`src/rtl/pfd_pkg.sv`:
```
package pfd_pkg;

  typedef struct packed {
    logic up;
    logic dn;
  } pump_pair_t;

  function automatic int pump_current(input logic hi, input int lo, input int ratio);
    return hi ? lo * ratio : lo;
  endfunction

endpackage

```
`src/rtl/pfd_edge_det.sv`:
```
module pfd_edge_det #(
  parameter int LANES = 2
) (
  input  logic             clk,
  input  logic             rst_n,
  input  logic [LANES-1:0] sig,
  output logic [LANES-1:0] rise
);
  logic [LANES-1:0] prev;

  for (genvar i = 0; i < LANES; i++) begin : g_lane
    always_ff @(posedge clk or negedge rst_n) begin
      if (!rst_n) prev[i] <= 1'b0;
      else        prev[i] <= sig[i];
    end
    assign rise[i] = sig[i] & ~prev[i];
  end
endmodule

```
`src/rtl/pfd_flags.sv`:
```
module pfd_flags
  import pfd_pkg::*;
#(
  parameter int OVL_W = 4
) (
  input  logic             clk,
  input  logic             rst_n,
  input  logic             enable,
  input  logic             rise_ref,
  input  logic             rise_fb,
  input  logic [OVL_W-1:0] ovl_cycles,
  output pump_pair_t       flags,
  output logic             cmp_done
);
  logic [OVL_W-1:0] cnt;
  logic [OVL_W-1:0] ovl_eff;
  logic [OVL_W:0]   cnt_next;
  logic             both;

  assign ovl_eff  = (ovl_cycles == '0) ? OVL_W'(1) : ovl_cycles;
  assign cnt_next = {1'b0, cnt} + (OVL_W+1)'(1);
  assign both     = flags.up & flags.dn;
  assign cmp_done = enable & both & (cnt_next >= {1'b0, ovl_eff});

  always_ff @(posedge clk or negedge rst_n) begin
    if (!rst_n) begin
      flags <= '0;
      cnt   <= '0;
    end else if (!enable) begin
      flags <= '0;
      cnt   <= '0;
    end else if (both) begin
      if (cmp_done) begin
        flags <= '0;
        cnt   <= '0;
      end else begin
        cnt <= cnt_next[OVL_W-1:0];
      end
    end else begin
      if (rise_ref) flags.up <= 1'b1;
      if (rise_fb)  flags.dn <= 1'b1;
    end
  end
endmodule

```
`src/rtl/pfd_lock_filter.sv`:
```
module pfd_lock_filter
  import pfd_pkg::*;
#(
  parameter int WID_W  = 6,
  parameter int LCNT_W = 6
) (
  input  logic              clk,
  input  logic              rst_n,
  input  logic              enable,
  input  pump_pair_t        flags,
  input  logic              cmp_done,
  input  logic [WID_W-1:0]  lock_thresh,
  input  logic [LCNT_W-1:0] lock_need,
  output logic              locked
);
  logic [WID_W-1:0]  wcnt;
  logic [LCNT_W-1:0] good;
  logic              wide;
  logic              single;
  logic              hit;
  logic [WID_W:0]    w_next;
  logic [LCNT_W:0]   g_next;

  assign single = flags.up ^ flags.dn;
  assign w_next = {1'b0, wcnt} + (WID_W+1)'(1);
  assign g_next = {1'b0, good} + (LCNT_W+1)'(1);
  assign hit    = single & (w_next >= {1'b0, lock_thresh});

  always_ff @(posedge clk or negedge rst_n) begin
    if (!rst_n) begin
      wcnt <= '0; good <= '0; wide <= 1'b0; locked <= 1'b0;
    end else if (!enable) begin
      wcnt <= '0; good <= '0; wide <= 1'b0; locked <= 1'b0;
    end else begin
      if (single && !w_next[WID_W]) wcnt <= w_next[WID_W-1:0];
      if (hit) begin
        wide   <= 1'b1;
        good   <= '0;
        locked <= 1'b0;
      end
      if (cmp_done) begin
        wcnt <= '0;
        wide <= 1'b0;
        if (!wide) begin
          if (!g_next[LCNT_W]) good <= g_next[LCNT_W-1:0];
          if (g_next >= {1'b0, lock_need}) locked <= 1'b1;
        end
      end
    end
  end
endmodule

```
`src/rtl/pfd_pump_out.sv`:
```
module pfd_pump_out
  import pfd_pkg::*;
#(
  parameter int CUR_LO    = 160,
  parameter int CUR_RATIO = 10,
  parameter int GAIN_W    = 11
) (
  input  logic              enable,
  input  logic              polarity,
  input  logic              gain_hi,
  input  pump_pair_t        flags,
  output logic              pump_up,
  output logic              pump_dn,
  output logic              pump_hiz,
  output logic [GAIN_W-1:0] gain_code
);
  assign pump_up   = enable & (polarity ? flags.dn : flags.up);
  assign pump_dn   = enable & (polarity ? flags.up : flags.dn);
  assign pump_hiz  = ~(pump_up | pump_dn);
  assign gain_code = GAIN_W'(pump_current(gain_hi, CUR_LO, CUR_RATIO));
endmodule

```
`src/rtl/pfd_pump_ctrl.sv`:
```
module pfd_pump_ctrl
  import pfd_pkg::*;
#(
  parameter int OVL_W     = 4,
  parameter int WID_W     = 6,
  parameter int LCNT_W    = 6,
  parameter int CUR_LO    = 160,
  parameter int CUR_RATIO = 10,
  parameter int GAIN_W    = $clog2(CUR_LO * CUR_RATIO + 1)
) (
  input  logic              clk,
  input  logic              rst_n,
  input  logic              ref_div,
  input  logic              fb_div,
  input  logic              enable,
  input  logic              polarity,
  input  logic              gain_hi,
  input  logic [OVL_W-1:0]  ovl_cycles,
  input  logic [WID_W-1:0]  lock_thresh,
  input  logic [LCNT_W-1:0] lock_need,
  output logic              pump_up,
  output logic              pump_dn,
  output logic              pump_hiz,
  output logic [GAIN_W-1:0] gain_code,
  output logic              locked
);
  logic [1:0] rise;
  pump_pair_t flags;
  logic       cmp_done;

  pfd_edge_det #(.LANES(2)) u_edge (
    .clk(clk), .rst_n(rst_n), .sig({fb_div, ref_div}), .rise(rise)
  );

  pfd_flags #(.OVL_W(OVL_W)) u_flags (
    .clk(clk), .rst_n(rst_n), .enable(enable),
    .rise_ref(rise[0]), .rise_fb(rise[1]),
    .ovl_cycles(ovl_cycles), .flags(flags), .cmp_done(cmp_done)
  );

  pfd_lock_filter #(.WID_W(WID_W), .LCNT_W(LCNT_W)) u_lock (
    .clk(clk), .rst_n(rst_n), .enable(enable), .flags(flags),
    .cmp_done(cmp_done), .lock_thresh(lock_thresh),
    .lock_need(lock_need), .locked(locked)
  );

  pfd_pump_out #(.CUR_LO(CUR_LO), .CUR_RATIO(CUR_RATIO), .GAIN_W(GAIN_W)) u_out (
    .enable(enable), .polarity(polarity), .gain_hi(gain_hi), .flags(flags),
    .pump_up(pump_up), .pump_dn(pump_dn), .pump_hiz(pump_hiz),
    .gain_code(gain_code)
  );
endmodule

```
`config.mk`:
```
export PLATFORM = sky130hd
export DESIGN_NAME = pfd_pump_ctrl
export DESIGN_NICKNAME = d
export VERILOG_FILES = /design/src/rtl/pfd_pkg.sv /design/src/rtl/pfd_edge_det.sv /design/src/rtl/pfd_flags.sv /design/src/rtl/pfd_lock_filter.sv /design/src/rtl/pfd_pump_out.sv /design/src/rtl/pfd_pump_ctrl.sv
export SDC_FILE = /design/constraint.sdc
export NUM_CORES = 1
export LEC_CHECK = 0
export BUFFER_PORTS_ARGS = -buffer_cell sky130_fd_sc_hd__buf_4
export CAP_MARGIN = 20
export CORE_UTILIZATION = 55
export CTS_BUF_LIST = sky130_fd_sc_hd__clkbuf_8
export CTS_CLUSTER_SIZE = 40
export DETAILED_ROUTE_END_ITERATION = 10
export PLACE_DENSITY = 0.81
export SLEW_MARGIN = 20
export SYNTH_ARGS = -nofsm -noshare
export SYNTH_HDL_FRONTEND = slang
export SYNTH_HIERARCHICAL = 1
export SYNTH_SLANG_ARGS = --single-unit
```
`constraint.sdc`:
```
create_clock -name clk -period 3.72 [get_ports clk]
set_clock_uncertainty 0.2 [all_clocks]
set_input_delay 0.372 -clock clk [delete_from_list [all_inputs] [get_ports clk]]
set_output_delay 0.372 -clock clk [all_outputs]
set_load 0.05 [all_outputs]
```
==> qor.txt <==
clk buf depth = 2
maximum VDD drop = 191.8 µV
register share of total power = 45.7%
Data required, critical path = 3.70 ns
port bufs = 31
Final #Nets = 255
FF-to-FF End = u_lock/good[3]
RSZ-0062 raised after global routing = false
fmax = 325.0 MHz
depth of the worst register-to-register path = 10
DRT Wirelength = 3558 µm
Slowest-stage cell, CP = dfrtp_1
DRT iter0 DRCs = 36
combinational fraction of design power = 22.0%
Post-Syn Area per Cell = 9.329 µm²
sequential fraction of the synthesis area = 32.42%
total CTS buffers = 3
layout cells sized above 1 = 22.64%
Setup TNS = 0 ns
Max-Cap Viols = 0
Rows = 19
critical-path cell list = ha_1 -> xor2_1 -> ha_1 -> o21ai_0 -> o21ai_2 -> and2_1 -> nor2b_1 -> o21ai_0 -> or3_1 -> o311ai_2
CP Capture Type = flop
crit-path max FO = 7
failing checks = design-rule violations
DPL Wire Length = 2668 µm
Hold Path Depth = 1
Resized Gates After CTS = 0
H-tree levels = 1
M1 wire length = 1362 µm
mapped cell area = 1698 µm²
Mapped Cells = 182
GP Congestion = 0.8004
actual slew at the worst max-slew pin = 0.6660 ns
clk slew on worst S/H paths = 0.08 ns
commonest non-fill, non-tap cells in the layout = 31 x buf_4, 22 x dfrtp_1, 19 x ha_1
most area-hungry cell type in the Yosys netlist = dfrtp_1
met3 wire len = 155 µm
worst hold path startpoint = fb_div
Core Area = 2829 µm²
Sink Count = 22
Yosys top cell area share = 32.42%
Final Critical Period = 3.077 ns
Cells after DPL = 238
Hold WC Path Type = in2reg
per-cell routed wire length = 14.64 µm
pwr dens = 280.5 nW/µm²
largest net degree at the start of global routing = 27
Synth Register Bits = 22
DIE AREA = 3313 µm²
global-route wire length before repair = 6127 µm
Top Metal Used = met4
Setup violations, final = 0
clock network power share = 32.3%
r2r startpoint = u_flags/cnt[0]
initial antenna violation count = 0
Slew headroom = 55.39%
Lkg Pwr = 1.030 nW
top cells by area, synth = dfrtp_1 32%, ha_1 14%, nand3_1 4.7%, xor2_1 4.6%, buf_4 4.4%
area grow syn2layout = 16.29%
Fillers = 223
Worst EP arrival = 3.06 ns
Die X-Extent = 57.56 µm
number of global-route vias before repair = 1437
CTS tree = yes
number of diodes = 0
IO Pins = 38
Final Hold Fails = 0
met2 WL post-DR = 1989 µm
height of the die = 57.56 µm
Via density = 5.811
reg2reg setup slack = 0.64 ns
Skew-Pair Late Insertion Delay = 0.27 ns
Via Count = 1412
hold endpoint = u_edge/prev[1]
Slew Limit Fails = 0
internal power = 387.0 µW
Distinct cells, synth = 39
TritonRoute pass-1 iters = 7
Sw Pwr = 166.8 µW
fin crit share = 82.71%
switch share = 30.12%
crit path kind = reg2reg
GR Overflow Total = 0
status = finished, violations left
gr usage total = 24.18%
Final Non-Filler Cells = 243
Initial Utilization = 60.02%
Worst path max stage delay = 0.43 ns
root buffer cell = clkbuf_8
most common cell after layout, fill and taps aside = buf_4
Remaining DRCs = 3
Yosys warnings = 6
startpoint types = flop
post-route antenna net violation count = 0
-- kinds of logic (layout without fill, tap and decap cells) --
| group | Yosys count | in the layout | synth area share [%] |
|---|---|---|---|
| flip-flops | 22 | 22 | 32.42 |
| XOR/XNOR | 15 | 15 | 7.738 |
| adder cells (fa/ha/maj) | 19 | 19 | 14.00 |
| AO/OA/AOI/OAI | 35 | 35 | 15.33 |
| AND/OR/NAND/NOR | 62 | 62 | 20.78 |
| multiplexers | 3 | 3 | 1.769 |
| buffers and inverters | 25 | 50 | 7.737 |
| other | 1 | 6 | 0.2209 |
-- sequential cells by signal, indices dropped and copies added, names as in the netlist --
name           cells
u_lock/wide        1
u_flags/cnt        4
u_lock/locked      1
u_lock/good        6
u_flags/flags      2
u_lock/wcnt        6
u_edge/prev        2
-- worst max path at each step --
stage	start	depth (start not counted)	to	slack, ns
finish	u_flags/cnt[0]	10	u_lock/good[3]	0.64
global route	u_flags/cnt[0]	10	u_lock/good[3]	0.40
CTS	u_flags/cnt[0]	10	u_lock/good[3]	0.67
detailed placement	ovl_cycles[2]	12	u_lock/good[3]	0.69
global placement	ovl_cycles[2]	12	u_lock/good[3]	0.82
floorplan	u_flags/cnt[0]	10	u_lock/good[3]	1.0
-- cell type report --
| cell class | instances | area, µm² | area share [%] |
|---|---|---|---|
| clock buffers | 4 | 55.05 | 2.788 |
| well taps | 31 | 38.79 | 1.965 |
| flip-flops and latches | 22 | 550.5 | 27.88 |
| repair buffers | 32 | 242.7 | 12.29 |
| inverters | 14 | 52.55 | 2.662 |
| multi-input cells | 140 | 1035 | 52.41 |
-- critical path: cells and delay by family (launching register included) --
kind,cells,cell delay (ns)
flops,1,0.43
simple gates,3,0.92
xor+xnor,1,0.18
compound gates,4,0.78
fa+ha+maj,2,0.47
-- power groups by stage --
stage	clock [mW]	sequential (mW)	combinational (mW)
CTS	0.182	0.253	0.122
detailed placement	0	0.258	0.121
global placement	0	0.258	0.114
finish	0.179	0.253	0.122
global route	0.190	0.254	0.134
floorplan	0	0.256	0.0847
-- synthesized netlist by cell type (all sizes together) --
| cell | n |
|---|---|
| a2111oi | 1 |
| a211oi | 3 |
| a21o | 1 |
| a21oi | 3 |
| a31o | 1 |
| a31oi | 4 |
| and2 | 1 |
| and3 | 5 |
| buf | 10 |
| clkbuf | 1 |
| conb | 1 |
| dfrtp | 22 |
| ha | 19 |
| inv | 14 |
| mux2i | 3 |
| nand2 | 13 |
| nand2b | 5 |
| nand3 | 16 |
| nand3b | 1 |
| nand4b | 2 |
| nor2 | 8 |
| nor2b | 8 |
| nor3 | 1 |
| o211ai | 2 |
| o21ai | 17 |
| o21ba | 1 |
| o22ai | 1 |
| o311ai | 1 |
| or2 | 1 |
| or3 | 1 |
| xnor2 | 6 |
| xor2 | 9 |
-- metal layers --
metal | up-vias | track usage, %
met1 | 689 | 26.06
li1 | 677 | -
met3 | 5 | 4.082
met5 | - | 0
met2 | 41 | 46.01
met4 | 0 | 10.10
-- per-stage QoR --
step	cell area, µm²	power, mW	utilization (%)	hold WS, ns	worst slack, ns
after global routing	1974	0.5787	69.79	0.006362	0.4042
after global placement	1909	0.3716	67.49	0.07099	0.8172
after detailed placement	1909	0.3787	67.49	0.07769	0.6908
after floorplan	1717	0.3410	-	-0.1236	0.9982
final	1974	0.5538	69.79	0.01287	0.6430
after CTS	1974	0.5577	69.79	0.01270	0.6689
-- repair_timing --
action,4_1_cts,5_1_grt
buffers inserted,0,0
setup endpoints to repair,0,0
hold buffers,1,0
hold endpoints to repair,22,0
(Power assumes the default switching activity.)
